## config.mk

```make
export PLATFORM = sky130hd
export DESIGN_NAME = ks_csel_adder
export DESIGN_NICKNAME = d
export VERILOG_FILES = /design/src/rtl/ks_csel_pkg.sv /design/src/rtl/ks_prefix_adder.sv /design/src/rtl/ks_csel_segment.sv /design/src/rtl/ks_csel_adder.sv
export SDC_FILE = /design/constraint.sdc
export NUM_CORES = 1
export LEC_CHECK = 0
export BUFFER_PORTS_ARGS = -buffer_cell sky130_fd_sc_hd__buf_2
export CORE_ASPECT_RATIO = 0.6
export CORE_MARGIN = 5
export CORE_UTILIZATION = 30
export DETAILED_ROUTE_END_ITERATION = 6
export MAX_ROUTING_LAYER = met4
export SLEW_MARGIN = 20
export SYNTH_ARGS = -nofsm -noshare
export SYNTH_HDL_FRONTEND = slang
export SYNTH_HIERARCHICAL = 1
export SYNTH_SLANG_ARGS = --single-unit
```

## constraint.sdc

```tcl
create_clock -name vclk -period 4.35
set_input_delay 0.2175 -clock vclk [all_inputs]
set_output_delay 0.2175 -clock vclk [all_outputs]
set_load 0.005 [all_outputs]
```

## src/rtl/ks_csel_pkg.sv

```systemverilog
package ks_csel_pkg;

  // Merge of a high span with the adjacent lower span.
  function automatic logic grp_gen(input logic g_hi, input logic p_hi, input logic g_lo);
    return g_hi | (p_hi & g_lo);
  endfunction

  function automatic logic grp_prop(input logic p_hi, input logic p_lo);
    return p_hi & p_lo;
  endfunction

  function automatic int prefix_levels(input int w);
    return (w <= 1) ? 0 : $clog2(w);
  endfunction

endpackage

```

## src/rtl/ks_prefix_adder.sv

```systemverilog
module ks_prefix_adder #(
  parameter int W = 8
) (
  input  logic [W-1:0] a,
  input  logic [W-1:0] b,
  input  logic         cin,
  output logic [W-1:0] sum,
  output logic         cout
);
  import ks_csel_pkg::*;

  localparam int LVLS = prefix_levels(W);

  logic [W-1:0]          bit_p;
  logic [LVLS:0][W-1:0]  gs;
  logic [LVLS:0][W-1:0]  ps;
  logic [W-1:0]          carry_in_bit;

  // Pre-processing; carry input folded into bit 0 generate
  always_comb begin
    bit_p = a ^ b;
    gs[0] = a & b;
    gs[0][0] = (a[0] & b[0]) | (bit_p[0] & cin);
    ps[0] = bit_p;
  end

  // Prefix network: level k joins bit i with bit i - 2^k
  for (genvar k = 0; k < LVLS; k++) begin : g_lvl
    localparam int D = 1 << k;
    for (genvar i = 0; i < W; i++) begin : g_bit
      if (i < D) begin : g_pass
        assign gs[k+1][i] = gs[k][i];
        assign ps[k+1][i] = ps[k][i];
      end else if (i < 2 * D) begin : g_gray
        // span now reaches bit 0: only group generate is needed further on
        assign gs[k+1][i] = grp_gen(gs[k][i], ps[k][i], gs[k][i-D]);
        assign ps[k+1][i] = 1'b0;
      end else begin : g_black
        assign gs[k+1][i] = grp_gen(gs[k][i], ps[k][i], gs[k][i-D]);
        assign ps[k+1][i] = grp_prop(ps[k][i], ps[k][i-D]);
      end
    end
  end

  // Post-processing
  always_comb begin
    carry_in_bit = {gs[LVLS][W-2:0], cin};
    sum  = bit_p ^ carry_in_bit;
    cout = gs[LVLS][W-1];
  end

endmodule

```

## src/rtl/ks_csel_segment.sv

```systemverilog
module ks_csel_segment #(
  parameter int W = 8
) (
  input  logic [W-1:0] a,
  input  logic [W-1:0] b,
  input  logic         sel_cin,
  output logic [W-1:0] sum,
  output logic         cout
);

  logic [W-1:0] sum_c0, sum_c1;
  logic         co_c0, co_c1;

  ks_prefix_adder #(.W(W)) i_add_c0 (
    .a(a), .b(b), .cin(1'b0), .sum(sum_c0), .cout(co_c0)
  );

  ks_prefix_adder #(.W(W)) i_add_c1 (
    .a(a), .b(b), .cin(1'b1), .sum(sum_c1), .cout(co_c1)
  );

  always_comb begin
    if (sel_cin) begin
      sum  = sum_c1;
      cout = co_c1;
    end else begin
      sum  = sum_c0;
      cout = co_c0;
    end
  end

endmodule

```

## src/rtl/ks_csel_adder.sv

```systemverilog
module ks_csel_adder #(
  parameter int WIDTH = 32,
  parameter int SEG_W = 8
) (
  input  logic [WIDTH-1:0] a,
  input  logic [WIDTH-1:0] b,
  input  logic             cin,
  output logic [WIDTH-1:0] sum,
  output logic             cout
);

  localparam int NSEG = WIDTH / SEG_W;

  logic [NSEG:0] seg_carry;

  assign seg_carry[0] = cin;

  for (genvar s = 0; s < NSEG; s++) begin : g_seg
    localparam int LO = s * SEG_W;
    if (s == 0) begin : g_base
      ks_prefix_adder #(.W(SEG_W)) i_base (
        .a(a[LO +: SEG_W]), .b(b[LO +: SEG_W]), .cin(seg_carry[s]),
        .sum(sum[LO +: SEG_W]), .cout(seg_carry[s+1])
      );
    end else begin : g_sel
      ks_csel_segment #(.W(SEG_W)) i_sel (
        .a(a[LO +: SEG_W]), .b(b[LO +: SEG_W]), .sel_cin(seg_carry[s]),
        .sum(sum[LO +: SEG_W]), .cout(seg_carry[s+1])
      );
    end
  end

  assign cout = seg_carry[NSEG];

endmodule

```

# Yosys cells after proc, flatten, opt, wreduce, memory -nomap -nowiden
# Index checks and enable logic that the tools add are counted.
[totals] ff_bits=0 input_bits=65
[op_classes] muxes=6 bitwise=242
[op_table] operator="1-bit AND" n=134
[op_table] operator="1-bit OR" n=93
[op_table] operator="8-bit XOR" n=11
[op_table] operator="8-bit AND" n=4
[op_table] operator="8-bit two-way mux" n=3
[op_table] operator="1-bit two-way mux" n=3

# Depth between registers and ports, before layout
# Gate-level depths: netlist of run 1.
[logic_depth] ltp_word=12 depth_mapped=14 ltp_nobuf=11

# Cells and area by module
# The synthesis of run 1 kept the hierarchy.
[by_module_without_submodules] mod="ks_prefix_adder at g_seg[1].g_sel.i_sel.i_add_c0 ..." instances=5 cells_each=44 area_each_um2=346.6 seq_area_each_um2=0.0
[by_module_without_submodules] mod="ks_csel_segment" instances=3 cells_each=12 area_each_um2=153.9 seq_area_each_um2=0.0
[by_module_without_submodules] mod="ks_prefix_adder at g_seg[0].g_base.i_base" instances=1 cells_each=44 area_each_um2=359.1 seq_area_each_um2=0.0
[by_module_without_submodules] mod="ks_prefix_adder at g_seg[3].g_sel.i_sel.i_add_c1" instances=1 cells_each=44 area_each_um2=350.3 seq_area_each_um2=0.0

# Least setup slack after synthesis of run 1
# OpenSTA, ideal clock, no wires.
[synth_path] path_kind="input port to output port" startpoint="input a[0]" endpoint="output cout" t_arrival_ns=3.077 slack_ns=1.056 stages=14 n_path_buf=3 path_cell_list="inv_1 fa_1 fa_1 nor2b_4 o21ai_2 a21oi_2 a211oi_1 a21oi_1 buf_6 mux2_4 buf_6 mux2_4 buf_6 mux2_4"
[synth_via] elab_chain_len=12
[synth_lines] element="start: declaration" line="ks_csel_adder.sv:5" text="input logic [WIDTH-1:0] a,"
[synth_lines] element="8-bit XOR" line="ks_prefix_adder.sv:21" text="bit_p = a ^ b;"
[synth_lines] element="1-bit AND" line="ks_prefix_adder.sv:23" text="gs[0][0] = (a[0] & b[0]) | (bit_p[0] & cin);"
[synth_lines] element="1-bit OR (*)" line="ks_prefix_adder.sv:23"
[synth_lines] element="1-bit AND (*)" line="ks_csel_pkg.sv:5" text="return g_hi | (p_hi & g_lo);"
[synth_lines] element="1-bit OR (*)" line="ks_csel_pkg.sv:5"
[synth_lines] element="1-bit AND (*)" line="ks_csel_pkg.sv:5"
[synth_lines] element="1-bit OR (*)" line="ks_csel_pkg.sv:5"
[synth_lines] element="1-bit AND (*)" line="ks_csel_pkg.sv:5"
[synth_lines] element="1-bit OR (*)" line="ks_csel_pkg.sv:5"
[synth_lines] element="named net seg_carry[1]" line="ks_csel_adder.sv:14" text="logic [NSEG:0] seg_carry;"
[synth_lines] element="1-bit two-way mux (*)" line="ks_csel_segment.sv:23" text="if (sel_cin) begin"
[synth_lines] element="named net seg_carry[2]" line="ks_csel_adder.sv:14"
[synth_lines] element="1-bit two-way mux (*)" line="ks_csel_segment.sv:23"
[synth_lines] element="named net seg_carry[3]" line="ks_csel_adder.sv:14"
[synth_lines] element="1-bit two-way mux (*)" line="ks_csel_segment.sv:23"
[synth_lines] element="end: declaration" line="ks_csel_adder.sv:9" text="output logic cout"
# Mark *: on every way through the listed nets, which the timed path passes. The rest lies on a longest branch.

# Worst setup path after layout of run 1
[layout_path] startpoint="input a[0]" endpoint="output sum[24]"
[layout_via] elab_chain_len=12
[layout_lines] element="8-bit XOR" line="ks_prefix_adder.sv:21"
[layout_lines] element="1-bit AND" line="ks_prefix_adder.sv:23"
[layout_lines] element="1-bit OR (*)" line="ks_prefix_adder.sv:23"
[layout_lines] element="1-bit AND (*)" line="ks_csel_pkg.sv:5"
[layout_lines] element="1-bit OR (*)" line="ks_csel_pkg.sv:5"
[layout_lines] element="1-bit AND (*)" line="ks_csel_pkg.sv:5"
[layout_lines] element="1-bit OR (*)" line="ks_csel_pkg.sv:5"
[layout_lines] element="1-bit AND (*)" line="ks_csel_pkg.sv:5"
[layout_lines] element="1-bit OR (*)" line="ks_csel_pkg.sv:5"
[layout_lines] element="named net seg_carry[1]" line="ks_csel_adder.sv:14"
[layout_lines] element="1-bit two-way mux (*)" line="ks_csel_segment.sv:23"
[layout_lines] element="named net seg_carry[2]" line="ks_csel_adder.sv:14"
[layout_lines] element="1-bit two-way mux (*)" line="ks_csel_segment.sv:23"
[layout_lines] element="named net seg_carry[3]" line="ks_csel_adder.sv:14"
[layout_lines] element="8-bit two-way mux (*)" line="ks_csel_segment.sv:23"
[layout_lines] element="end: declaration" line="ks_csel_adder.sv:8" text="output logic [WIDTH-1:0] sum,"
# Marked as above.

==> results_dict.tcl, run 1 <==
set metrics [dict create \
    ir_worst_vdd_v 0.00006571 \
    ys_types 33 \
    fin_area_um2 3531 \
    start_util_pct 31.26 \
    nets 570 \
    setup_tns_ps 0 \
    antenna_cells 0 \
    rsz0062_at_grt "false" \
    grt_max_degree 10 \
    dr.pass1.iters 4 \
    drive_above_1_share_pct 36.59 \
    most-common-layout-cells "buf_2, inv_1, ha_1, xnor2_1, mux2_4" \
    switchingPower_uw 293.5 \
    drtIter0Drc 60 \
    final_common_cell "buf_2" \
    drv_slew 0 \
    die_x_um 137.0 \
    seq_power_share_pct 0 \
    finalCritPeriodShare_pct 79.75 \
    synthesis.area_um2 2904 \
    wl_per_cell_um 12.51 \
    cp_data_required_time_ps 4130 \
    hold_path.startpoint "b[7]" \
    leakage_nw 1.885 \
    num_rows 27 \
    post-place-cells 570 \
    yosysTopAreaCellShare_pct 21.11 \
    placed_area_um2 3531 \
    crit_fanout 9 \
    clock_power_share_pct 0 \
    syn_to_final_growth_pct 21.59 \
    place_congestion 0.8554 \
    power-per-cell-area_nw_per_um2 182.3 \
    hpwlAfterDp_um 6632 \
    cp-start-kind "input port" \
    status "finished, final reports clean" \
    drv_cap 0 \
    startpoint "a[0]" \
    dieArea_um2 11810 \
    endpoint "sum[24]" \
    path_class "input port to output pin" \
    seqCellArea_um2 0 \
    drc 0 \
    via_per_inst 4.516 \
    synth.top_cells.by_area "ha_1, mux2_4, fa_1" \
    sw_frac_of_total_pct 45.61 \
    io_buffers 98 \
    synth_nets 472 \
    cts_resized 0 \
    hold_viol 0 \
    hold_buffers 0 \
    arrival_ps 3250 \
    hp-class "input port to output pin" \
    yosysTopAreaCell "ha_1" \
    final_core_util_pct 38.01 \
    die_h_um 86.21 \
    comb_power_share_pct 100.0 \
    max_clock_freq_mhz 288.3 \
    yosys_warnings 6 \
    p_int_uw 350.1 \
    worst_setup_path_end_kind "output pin" \
    io_pins 98 \
    fin_cells 570 \
    finalPower_uw 643.6 \
    antenna_found_initial 0 \
    final_antenna_net_count 0 \
    avgSynthCellArea_um2 8.442 \
    grt_pass1_vias 2605 \
    drt-total-wl_um 7131 \
    finalSetupViolCount 0 \
    core_area_um2 9290 \
    vias 2574 \
    cts_setup_buffers 0 \
    min_period_ps 3469 \
    clkbuf_count 0 \
    overflow 0 \
    synthCells 344 \
    grt.total_usage_pct 12.01 \
    ys_seq_area_share_pct 0 \
    flops_and_latches 0 \
    grt_pass1_wl_um 11790 \
]
-- layer usage --
layer / GRT usage [%] / vias to the layer above / wire, µm / part of all wire, %
li1: - / 1361 / - / -
met1: 16.90 / 1163 / 3581 / 50
met2: 20.23 / 46 / 3248 / 46
met3: 0.4640 / 4 / 263 / 3.7
met4: 0.5435 / 0 / 38 / 0.53
met5: - / - / 0 / 0
-- power groups by stage --
stage	Combinational (mW)	Sequential [mW]	Clock [mW]
after floorplan	0.461	0	0
after global placement	0.639	0	0
after detailed placement	0.649	0	0
after CTS	0.653	0	0
after global routing	0.713	0	0
final	0.644	0	0
-- layout make-up --
type | instances | area (µm²)
fill | 968 | 5759
inverter | 58 | 217.7
multi-input combinational | 283 | 2653
tap | 130 | 162.7
timing repair buffer | 99 | 498.0
-- synth_stat cells, drive strengths merged, types with 5 or more instances --
| cell | instances |
|---|---|
| inv | 58 |
| nor2 | 19 |
| conb | 6 |
| ha | 49 |
| a21oi | 21 |
| nor4bb | 5 |
| a21o | 5 |
| fa | 14 |
| xnor2 | 30 |
| o311ai | 5 |
| nor2b | 14 |
| o21ai | 9 |
| mux2 | 27 |
| xor2 | 12 |
| nand2 | 24 |
| nand3 | 5 |
| o21a | 9 |
| o2111ai | 5 |
| or2 | 5 |
| nor3b | 5 |
-- cells by family after synthesis --
| family | count (synthesis) | share of synthesized area [%] |
|---|---|---|
| other cells | 6 | 0.7755 |
| compound gates | 64 | 17.32 |
| buf+inv | 61 | 8.660 |
| simple gates | 81 | 15.86 |
| xor+xnor | 42 | 12.67 |
| fa+ha+maj | 63 | 30.76 |
| mux | 27 | 13.96 |
-- stage by stage --
step / hold slack, ps / setup slack (ps)
global route: 885.3 / 747.9
floorplan: 635.4 / 1056
finish: 847.4 / 881.1
global placement: 858.2 / 944.9
CTS: 854.9 / 862.8
detailed placement: 850.7 / 867.3
-- how the worst min path moves through the flow --
stage	endpoint	slack [ps]	cells after the start
after global placement	sum[7]	860	4
after CTS	sum[7]	850	4
after detailed placement	sum[7]	850	4
final	sum[7]	850	4
after floorplan	sum[7]	640	2
after global routing	sum[7]	890	4
-- worst max-delay path, stage by stage --
cell and delay (ps):
buf_2 70, inv_1 40, fa_1 480, fa_1 470
nor2b_4 130, o21ai_2 70, a21oi_2 180, a211oi_1 70
a21oi_1 210, mux2_4 420, mux2_4 420, mux2_4 320
buf_2 120
No activity file was read; power rests on OpenSTA's default activity.
==> run 2: changes to the inputs <==
--- a/config.mk
+++ b/config.mk
@@ -5,6 +5,7 @@
 export SDC_FILE = /design/constraint.sdc
 export NUM_CORES = 1
 export LEC_CHECK = 0
+export ABC_AREA = 1
 export BUFFER_PORTS_ARGS = -buffer_cell sky130_fd_sc_hd__buf_2
 export CORE_ASPECT_RATIO = 0.6
 export CORE_MARGIN = 5
==> constraint.sdc (replaced) <==
create_clock -name vclk -period 3.5
set_input_delay 0.175 -clock vclk [all_inputs]
set_output_delay 0.175 -clock vclk [all_outputs]
set_load 0.005 [all_outputs]
==> results_dict.tcl, run 2 <==
set metrics [dict create \
    final_antenna_net_count 0 \
    place_congestion 0.9192 \
    status "finished, final reports clean" \
    fin_cells 794 \
    post-place-cells 794 \
    critPathSlowestCell "fa_1" \
    fin_ws_ps 356.6 \
    io_buffers 98 \
    dieArea_um2 12190 \
    yosys_warnings 6 \
    antenna_cells 0 \
    avgSynthCellArea_um2 5.352 \
    pre_cts_slack_ps 338.2 \
    vias 3396 \
    max_clock_freq_mhz 318.1 \
    final_common_cell "nand2_1" \
    finalPower_uw 734.3 \
    syn_to_final_growth_pct 21.30 \
    power-per-cell-area_nw_per_um2 201.3 \
    cts_setup_buffers 0 \
    finalCritPeriodShare_pct 89.81 \
    hold_slack_ps 767.9 \
    hold_viol 0 \
    num_rows 28 \
    yosysTopAreaCellShare_pct 31.95 \
    synthCells 562 \
    drt-total-wl_um 8670 \
    cp-start-kind "input port" \
    io_pins 98 \
    path_cells "buf_2 -> inv_1 -> fa_1 -> fa_1 -> inv_1 -> nand2_1 -> nand2_1 -> nand3b_1 -> nand2_1 -> nand2_1 -> nand2_1 -> inv_2 -> nand2_1 -> nand2_1 -> inv_2 -> nand2_1 -> nand2_1 -> inv_2 -> nand2_1 -> nand2_1 -> buf_2" \
    seqCellArea_um2 0 \
    drv_slew 0 \
    leakage_nw 2.554 \
    ys_seq_area_share_pct 0 \
    rsz0062_at_grt "false" \
    hold_buffers 0 \
    yosysMostFrequentCell "nand2_1" \
    grt_pass1_vias 3219 \
    drc 0 \
    endpoint "sum[30]" \
    grt_pass1_wl_um 14450 \
    startpoint "a[0]" \
    die_h_um 87.56 \
    synth.top_cells.by_area "nand2_1, ha_1, inv_1" \
    cp_data_required_time_ps 3320 \
    drive_above_1_share_pct 15.63 \
    ir_worst_vdd_v 0.00008693 \
    core_area_um2 9809 \
    cpPeakStageDelay_ps 450 \
    dr.pass1.iters 4 \
    via_per_inst 4.277 \
    finalSetupViolCount 0 \
    drv_cap 0 \
    drtIter0Drc 152 \
    start_util_pct 30.66 \
    flops_and_latches 0 \
    final_core_util_pct 37.19 \
    fin_area_um2 3649 \
    ys_types 14 \
    crit_top_cell "nand2_1" \
    placed_area_um2 3649 \
    synth_nets 690 \
    worst_setup_path_end_kind "output pin" \
    nets 789 \
    min_period_ps 3143 \
    clkbuf_count 0 \
    yosysTopAreaCell "nand2_1" \
    synth_common_cells "nand2_1, inv_1, ha_1" \
    antenna_found_initial 0 \
    wl_per_cell_um 10.92 \
    setup_tns_ps 0 \
    grt_max_degree 11 \
    grt.total_usage_pct 14.22 \
    hpwlAfterDp_um 7921 \
    die_x_um 139.3 \
    path_class "input port to output pin" \
    crit_fanout 10 \
    hp-class "input port to output pin" \
    synthesis.area_um2 3008 \
    most-common-layout-cells "nand2_1, inv_1, buf_2, ha_1" \
    arrival_ps 2970 \
    cts_resized 0 \
    overflow 0 \
]
run 2: changes by cell type after synthesis, moves of 7 or more:
cell      change
a21oi_1      +19
a21oi_2      -12
inv_1        +68
mux2_4       -27
nand2_1     +232
nand3_1      +23
nand3b_1      +7
nor2b_1      -11
o21a_1        -9
o21ai_2       -7
or2_1         +7
xnor2_1      -16
run 2: logic make-up (layout without fill, tap and decap cells):
kind of cell               Yosys count  after routing  synth area share (%)
and+or+nand+nor                    312            312                 41.56
buffers and inverters              132            229                 17.22
adders and majority gates           63             63                 29.70
AOI/OAI and AO/OA                   28             28                 4.659
xor gates and xnor gates            21             21                 6.115
other                                6              6                0.7487
run 2: worst min path at each step:
stage,start,end,slack [ps],cells after the start
CTS,b[3],sum[3],770,4
global route,b[3],sum[3],810,4
floorplan,b[3],sum[3],560,2
finish,b[3],sum[3],770,4
global placement,b[3],sum[3],770,4
detailed placement,b[3],sum[3],770,4
run 2: per-layer routing:
metal | up-vias | part of all wire [%] | GRT usage [%]
met3 | 4 | 3.6 | 0.5456
met5 | - | 0 | -
li1 | 1858 | - | -
met1 | 1478 | 57 | 22.09
met4 | 0 | 0.47 | 0.7105
met2 | 56 | 39 | 21.25
run 2: worst max-delay path: cells and delay by family:
kind / cells / cell delay (ps)
and+or+nand+nor: 12 / 1170
adders and majority gates: 2 / 870
buffers and inverters: 7 / 740
run 2: where the power goes:
part | total (mW) | internal (mW) | switching [mW]
registers | 0 | 0 | 0
clock network | 0 | 0 | 0
logic | 0.734 | 0.306 | 0.429
run 2: final cells by class:
class              count  area (µm²)
fillers             1120        6161
multi-input cells    430        2490
repair buffers       100       505.5
inverters            129       484.2
well taps            135       168.9
==> run 3: changes to the inputs <==
--- a/config.mk
+++ b/config.mk
@@ -5,7 +5,6 @@
 export SDC_FILE = /design/constraint.sdc
 export NUM_CORES = 1
 export LEC_CHECK = 0
-export ABC_AREA = 1
 export BUFFER_PORTS_ARGS = -buffer_cell sky130_fd_sc_hd__buf_2
 export CORE_ASPECT_RATIO = 0.6
 export CORE_MARGIN = 5
==> results_dict.tcl, run 3 (synthesis results as in run 1) <==
set metrics [dict create \
    seqCellArea_um2 0 \
    min_period_ps 3264 \
    global_route.usage.met1_pct 17.86 \
    crit_cells 13 \
    power-per-cell-area_nw_per_um2 227.3 \
    holdPathStages 4 \
    drc 0 \
    arrival_ps 3090 \
    top_usage_layer "met2" \
    num_rows 27 \
    dieArea_um2 11810 \
    setup_tns_ps 0 \
    cts_setup_buffers 0 \
    finalSetupViolCount 0 \
    vias 2597 \
    antenna_cells 0 \
    path_buf_inv 3 \
    antenna_found_initial 0 \
    cp-start-kind "input port" \
    flops_and_latches 0 \
    grt.total_usage_pct 12.45 \
    fin_area_um2 3538 \
    die_x_um 137.0 \
    drt-total-wl_um 7098 \
    drv_cap 0 \
    place_congestion 0.8739 \
    hp-class "input port to output pin" \
    rsz0062_at_grt "false" \
    via_per_inst 4.548 \
    start_util_pct 31.26 \
    path_cells "buf_2 -> inv_1 -> fa_1 -> fa_1 -> nor2b_4 -> o21ai_2 -> a21oi_2 -> a211oi_1 -> a21oi_1 -> mux2_4 -> mux2_4 -> mux2_4 -> buf_2" \
    cp_top_family "multiplexers" \
    hpwlAfterDp_um 6605 \
    syn_to_final_growth_pct 21.84 \
    die_h_um 86.21 \
    dr.pass1.iters 4 \
    wl_per_cell_um 12.43 \
    drv_slew 0 \
    most-common-layout-cells "buf_2, inv_1, ha_1, xnor2_1, mux2_4" \
    grt_max_degree 10 \
    cts_resized 0 \
    overflow 0 \
    crit_top_cell "mux2_4" \
    worst_setup_path_end_kind "output pin" \
    core_area_um2 9290 \
    leakage_nw 1.890 \
    use_met2_pct 20.63 \
    hold_viol 0 \
    cp_data_required_time_ps 3320 \
    cpPeakStageDelay_ps 460 \
    critPathSlowestCell "fa_1" \
    final_common_cell "buf_2" \
    grt_pass1_wl_um 12220 \
    drive_above_1_share_pct 36.73 \
    fillers 972 \
    met3_usage_pct 0.3480 \
    hold_buffers 0 \
    placed_area_um2 3538 \
    final_antenna_net_count 0 \
    grt_pass1_vias 2746 \
    finalCritPeriodShare_pct 93.26 \
    post-place-cells 571 \
    fin_cells 571 \
    io_buffers 98 \
    clkbuf_count 0 \
    ir_worst_vdd_v 0.00007634 \
    max_clock_freq_mhz 306.4 \
    path_class "input port to output pin" \
    status "finished, final reports clean" \
    crit_fanout 9 \
    io_pins 98 \
    drtIter0Drc 57 \
    nets 571 \
]
## run 3: cell count changes in the layout (fill, tap and decap cells not counted), sizes merged, moves of 14 or more
| cell | previous run | this run |
|---|---|---|
| xnor2 | 14 | 30 |
| mux2 | 0 | 27 |
| nor2b | 0 | 14 |
| nand3 | 28 | 5 |
| inv | 129 | 58 |
| nand2 | 256 | 24 |
## run 3: metrics by stage
stage / util, % / power (mW) / worst slack (ps) / hold slack, ps
floorplan: - / 0.5730 / 290.9 / 550.4
global placement: 38.09 / 0.7974 / 279.8 / 772.4
detailed placement: 38.09 / 0.8105 / 234.8 / 768.2
CTS: 38.09 / 0.8145 / 224.8 / 771.5
global route: 38.09 / 0.8944 / 99.52 / 802.5
finish: 38.09 / 0.8042 / 235.8 / 766.7
## run 3: worst paths after layout
kind	startpoint	endpoint	slack [ps]
max	a[0]	sum[30]	240
min	b[7]	sum[7]	770
## run 3: metal layers
metal | share of wire [%] | vias up
li1 | - | 1357
met1 | 51 | 1173
met2 | 45 | 63
met3 | 4.0 | 4
met4 | 0.59 | 0
met5 | 0 | -
## run 3: layout make-up
class / instances / area (µm²) / share of cell area, %
multi-input combinational: 283 / 2653 / 74.96
timing repair buffer: 100 / 505.5 / 14.29
inverter: 58 / 217.7 / 6.153
tap: 130 / 162.7 / 4.597
## run 3: report_power, final
group,internal (mW),switching (mW)
clock,0,0
combinational,0.437,0.367
sequential,0,0
total,0.437,0.367
